`config.mk`:
```
export PLATFORM = sky130hd
export DESIGN_NAME = sync_burst_sram
export DESIGN_NICKNAME = d
export VERILOG_FILES = /design/src/rtl/sbs_pkg.sv /design/src/rtl/sbs_burst_seq.sv /design/src/rtl/sbs_lane_dec.sv /design/src/rtl/sbs_array.sv /design/src/rtl/sync_burst_sram.sv
export SDC_FILE = /design/constraint.sdc
export NUM_CORES = 2
export LEC_CHECK = 0
export BUFFER_PORTS_ARGS = -buffer_cell sky130_fd_sc_hd__buf_2
export CAP_MARGIN = 20
export CORE_MARGIN = 2
export CORE_UTILIZATION = 55
export DETAILED_ROUTE_END_ITERATION = 12
export PLACE_DENSITY = 0.71
export SLEW_MARGIN = 0
export SYNTH_ARGS = -nofsm -noshare
export SYNTH_HDL_FRONTEND = slang
export SYNTH_HIERARCHICAL = 1
export SYNTH_SLANG_ARGS = --single-unit
export TNS_END_PERCENT = 100
```
`constraint.sdc`:
```
create_clock -name clk -period 3.22 [get_ports clk]
set_clock_uncertainty 0.2 [all_clocks]
set_input_delay 0.161 -clock clk [delete_from_list [all_inputs] [get_ports clk]]
set_output_delay 0.161 -clock clk [all_outputs]
set_load 0.02 [all_outputs]
```
`src/rtl/sbs_pkg.sv`:
```
package sbs_pkg;

    // Low two address bits of beat k for a burst starting at s.
    function automatic logic [1:0] beat_low(input logic [1:0] s,
                                            input logic [1:0] k,
                                            input logic       il);
        logic [1:0] r;
        if (il) r = s ^ k;
        else    r = s + k;
        return r;
    endfunction

endpackage

```
`src/rtl/sbs_burst_seq.sv`:
```
module sbs_burst_seq #(
    parameter int ADDR_W = 6
) (
    input  logic [ADDR_W-1:0] base,
    input  logic [1:0]        cnt,
    input  logic              il,
    output logic [ADDR_W-1:0] eff_addr
);
    import sbs_pkg::*;

    always_comb begin
        eff_addr      = base;
        eff_addr[1:0] = beat_low(base[1:0], cnt, il);
    end
endmodule

```
`src/rtl/sbs_lane_dec.sv`:
```
module sbs_lane_dec #(
    parameter int LANES = 4
) (
    input  logic             active,
    input  logic             cpu_start,
    input  logic             wr_all_n,
    input  logic             wr_lane_n,
    input  logic [LANES-1:0] lane_n,
    output logic [LANES-1:0] mask
);
    always_comb begin
        if (!active || cpu_start) mask = '0;
        else if (!wr_all_n)       mask = '1;
        else if (!wr_lane_n)      mask = ~lane_n;
        else                      mask = '0;
    end
endmodule

```
`src/rtl/sbs_array.sv`:
```
module sbs_array #(
    parameter int ADDR_W = 6,
    parameter int LANES  = 4,
    parameter int LANE_W = 9
) (
    input  logic                    clk,
    input  logic [LANES-1:0]        we,
    input  logic [ADDR_W-1:0]       addr,
    input  logic [LANES*LANE_W-1:0] wdata,
    output logic [LANES*LANE_W-1:0] rdata
);
    localparam int DEPTH = 1 << ADDR_W;

    logic [LANES*LANE_W-1:0] mem [DEPTH];

    always_ff @(posedge clk) begin
        for (int i = 0; i < LANES; i++) begin
            if (we[i]) mem[addr][i*LANE_W +: LANE_W] <= wdata[i*LANE_W +: LANE_W];
        end
    end

    assign rdata = mem[addr];
endmodule

```
`src/rtl/sync_burst_sram.sv`:
```
module sync_burst_sram #(
    parameter int ADDR_W = 6,
    parameter int LANES  = 4,
    parameter int LANE_W = 9
) (
    input  logic                    clk,
    input  logic                    rst_n,
    input  logic [ADDR_W-1:0]       addr,
    input  logic                    strb_cpu_n,
    input  logic                    strb_ctl_n,
    input  logic                    adv_n,
    input  logic                    order_il,
    input  logic                    sel_n,
    input  logic                    wr_all_n,
    input  logic                    wr_lane_n,
    input  logic [LANES-1:0]        lane_n,
    input  logic                    oe_n,
    input  logic [LANES*LANE_W-1:0] wdata,
    output logic [LANES*LANE_W-1:0] rdata,
    output logic                    rvalid
);
    localparam int DATA_W = LANES * LANE_W;

    typedef struct packed {
        logic [ADDR_W-1:0] base;
        logic [1:0]        cnt;
        logic              il;
        logic              open;
        logic [LANES-1:0]  mask;
        logic [DATA_W-1:0] wd;
    } st_t;

    st_t st_d, st_q;

    logic              strobe_w, start_w, desel_w, cpu_start_w, active_w;
    logic [LANES-1:0]  mask_w;
    logic [ADDR_W-1:0] eff_addr;
    logic [DATA_W-1:0] arr_rd;
    logic              rd_op;

    assign strobe_w    = !strb_cpu_n || !strb_ctl_n;
    assign start_w     = strobe_w && !sel_n;
    assign desel_w     = strobe_w && sel_n;
    assign cpu_start_w = start_w && !strb_cpu_n;
    assign active_w    = start_w || (st_q.open && !desel_w);

    sbs_lane_dec #(.LANES(LANES)) u_lane (
        .active    (active_w),
        .cpu_start (cpu_start_w),
        .wr_all_n  (wr_all_n),
        .wr_lane_n (wr_lane_n),
        .lane_n    (lane_n),
        .mask      (mask_w)
    );

    always_comb begin
        st_d      = st_q;
        st_d.mask = mask_w;
        st_d.wd   = wdata;
        if (start_w) begin
            st_d.base = addr;
            st_d.cnt  = 2'd0;
            st_d.il   = order_il;
            st_d.open = 1'b1;
        end else if (desel_w) begin
            st_d.open = 1'b0;
        end else if (!adv_n && st_q.open) begin
            st_d.cnt = st_q.cnt + 2'd1;
        end
    end

    always_ff @(posedge clk or negedge rst_n) begin
        if (!rst_n) st_q <= '0;
        else        st_q <= st_d;
    end

    sbs_burst_seq #(.ADDR_W(ADDR_W)) u_seq (
        .base     (st_q.base),
        .cnt      (st_q.cnt),
        .il       (st_q.il),
        .eff_addr (eff_addr)
    );

    sbs_array #(.ADDR_W(ADDR_W), .LANES(LANES), .LANE_W(LANE_W)) u_arr (
        .clk   (clk),
        .we    (st_q.mask),
        .addr  (eff_addr),
        .wdata (st_q.wd),
        .rdata (arr_rd)
    );

    assign rd_op  = st_q.open && (st_q.mask == '0);
    assign rvalid = rd_op && !oe_n;
    assign rdata  = rvalid ? arr_rd : '0;

    assert_load_addr_R2: assert property (@(posedge clk) disable iff (!rst_n)
        start_w |=> (eff_addr == $past(addr)));

    assert_deselect_R2: assert property (@(posedge clk) disable iff (!rst_n)
        desel_w |=> (!rvalid && st_q.mask == '0));

    assert_step_wrap_R3: assert property (@(posedge clk) disable iff (!rst_n)
        (st_q.open && !strobe_w && !adv_n) |=>
        (st_q.cnt == 2'($past(st_q.cnt) + 2'd1) &&
         eff_addr[ADDR_W-1:2] == $past(eff_addr[ADDR_W-1:2])));

    assert_hold_R6: assert property (@(posedge clk) disable iff (!rst_n)
        (!strobe_w && adv_n) |=> $stable(eff_addr));

    assert_global_write_R7: assert property (@(posedge clk) disable iff (!rst_n)
        (active_w && !cpu_start_w && !wr_all_n) |=> (st_q.mask == {LANES{1'b1}}));

    assert_cpu_read_R9: assert property (@(posedge clk) disable iff (!rst_n)
        cpu_start_w |=> (st_q.mask == '0));

    assert_closed_idle_R1: assert property (@(posedge clk) disable iff (!rst_n)
        (!st_q.open && !start_w) |=> (!rvalid && rdata == '0));
endmodule

```
==> metrics.txt <==
Synth cell types=70; Synth async-reset ratio=2.12%; worst-case clock buffer depth=3; Port Buf Inserts=92; CTS tree=done; PwrDens=656 nW/um^2; crit end category=output pin; vias in the first global route=56.9k; Synth Flop Type=edfxtp_1; maxcap violations=0; top post-synthesis cells by area=edfxtp_1 (77%), a22oi_1 (3.8%), a221oi_1 (2.5%), mux4_2 (1.9%), mux2i_1 (1.7%); CTS buffer count=221; core area=163000 um^2; synth cell count leaders=edfxtp_1 (2304), a22oi_1 (457), nor2_1 (349), a221oi_1 (253), clkbuf_1 (177); wire length per cell=33.9 um; row cnt=148; top cell type's share of synthesized area=76.8%; crit path time final=4.92 ns; Via density=6.84; initial antenna violation count=17; total grt overflow=0; Syn-to-layout area delta=26.4%; minimum hold slack=0.132 ns; status=finished with violations; cell chain of the critical path=ha_4 > nor2b_4 > xnor2_4 > buf_12 > buf_12 > buf_16 > buf_4 > and2_4 > buf_8 > a221oi_1 > a211oi_1 > buf_4 > a311oi_2 > nand3_1 > a211o_1 > and2_1 > buf_2; fin worst setup slack=-1.70 ns; HPWL Detailed=179 mm; count leader, synth=edfxtp_1; final slew viol count=0; Seq/Total Area, Yosys=78.2%; Max VDD drop=0.000616 V; required time of the critical path=2.86 ns; worst-path fanout max=7; later-pin clock latency in the skew report=0.89 ns; number of synthesized flops with an enable pin=2304; layout cell share with drive strength beyond 1=33.6%; area occupied by multi-input gates=20700 um^2; unrepaired setup endpoints after global routing=true; CP Data Arrival Time=4.56 ns; Min-Delay Path Class=primary input to flip-flop; Syn Std Cell Area=90100 um^2; clk sinks=2354; Initial Util=55.3%; Hold Fails Final Rpt=0; Post-Synthesis Cells=5084; Crit path max-delay family=buffers and inverters; Critical Path Max Stage Delay=0.45 ns; largest net degree at the start of global routing=65; syn_nets=5141; fin crit share=153%; Reg clk slew, reported paths=0.07 ns; final core utilization=69.9%; routability cong.=0.938; Slew headroom=22.1%; Post-Route WL=289 mm; antenna-violating nets left=0; Root Driver=clkbuf_16; H-Tree Depth=4; Fillers=9635; Yosys top cell by area=edfxtp_1; Setup Crit Path Kind=flip-flop to output pin; Worst Max-Slew Pin Slew=1.17 ns; TNS Setup=-258.76 ns; vias after detailed routing=58.2k; number of synthesized register bits=2354; Post-route DRC=0; First-pass DRT Iterations=6; Ports=93; WP buf/inv=7; DRT iter0 DRCs=9067; Die Footprint=167000 um^2; total track usage=33.5%; fin nets=6204; Seq. cell area=70500 um^2; global-route wire length before repair=401 mm; crit path max-delay cell type=dfrtp_2; CP startpoint kind=flip-flop; failing checks=setup timing; Setup violations, final=1773; Avg Cell Area, Syn=17.7 um^2; die width=409 um; fmax=203 MHz; Syn. warnings=6; Die Height=409 um; Leak Pwr=37.4 nW
through the flow:
step / area, um^2 / cells / worst slack [ns] / power, mW
after floorplan: 91000 / 5084 / -0.0225 / 40.5
after global placement: 102000 / 7868 / -1.04 / 46.6
after detailed placement: 102000 / 7868 / -1.07 / 46.8
after CTS: 112000 / 8448 / -1.52 / 73.3
after global routing: 114000 / 8510 / -1.67 / 76.1
final: 114000 / 8515 / -1.70 / 74.7
cells by family (layout without fill, tap and decap cells):
family	Yosys count	after routing	synth area share (%)
flip-flops	2354	2354	78.2
adder cells (fa/ha/maj)	1	1	0.0139
other	0	10	0
AO/OA/AOI/OAI	1307	1307	10.8
buffers and inverters	382	1626	2.04
AND/OR/NAND/NOR	657	659	3.41
multiplexers	381	381	5.53
XOR/XNOR	2	2	0.0195
flip-flops by register name, indices dropped and copies added (netlist names):
signal	flops
st_q	50
u_arr/mem	2304
what timing repair did:
action	4_1_cts	5_1_grt
hold buffers	123	0
gates cloned	8	13
setup endpoints to repair	1894	2030
buffers inserted	44	45
gates resized for setup	315	276
endpoints found under the hold margin	100	0
pin swaps	79	132
cells in the final DEF, fill, tap and decap left out, types with 51 or more instances in the layout:
master	n
mux2i_1	140
clkbuf_16	236
edfxtp_1	2304
mux4_2	75
nor2_1	213
nand2_1	104
o22ai_1	136
a22oi_2	51
buf_2	61
nor2_4	133
mux2_2	98
buf_6	72
dlygate4sd3_1	122
a21oi_1	76
clkbuf_1	57
buf_12	217
a221oi_1	191
o21ai_1	58
a22oi_1	406
buf_4	713
a221oi_2	60
layout make-up:
| class | count | area share, % |
|---|---|---|
| clock inverters | 118 | 1.06 |
| well taps | 2175 | 2.39 |
| multi-input cells | 2350 | 18.2 |
| inverters | 4 | 0.0341 |
| flip-flops and latches | 2354 | 61.9 |
| diodes | 10 | 0.0220 |
| repair buffers | 1216 | 11.2 |
| clock buffers | 288 | 5.20 |
worst paths after layout:
check                      slack, ns                 to  cells after the start        from
max in group asynchronous       2.27           st_q[46]                      4       rst_n
max reg2reg                    -0.29  u_arr/mem[27][13]                     12    st_q[42]
min in group asynchronous       0.23           st_q[44]                      4       rst_n
min                             0.13           st_q[38]                      5  strb_cpu_n
min reg2reg                     0.32    u_arr/mem[5][3]                      0     st_q[3]
max                            -1.70           rdata[0]                     17    st_q[42]
layer usage:
metal  up-vias  GRT usage [%]  routed length (um)
li1      23200              -                   -
met1     29100           43.4               97400
met2      4911           52.8              134000
met3       967           8.33               38100
met4        14           17.8               18900
met5         -              0                 260
power by group:
part | internal [mW] | total, mW | switching [mW]
Combinational | 5.93 | 14.5 | 8.60
Sequential | 33.9 | 34.2 | 0.306
Clock | 14.8 | 26.0 | 11.2
Total | 54.6 | 74.7 | 20.1
tightest hold or removal path: cells and delay by family:
family                 cells  cell delay (ns)
buffers and inverters      2             0.68
and+or+nand+nor            3             0.33
Note: power is estimated with default switching activity, not from simulation.
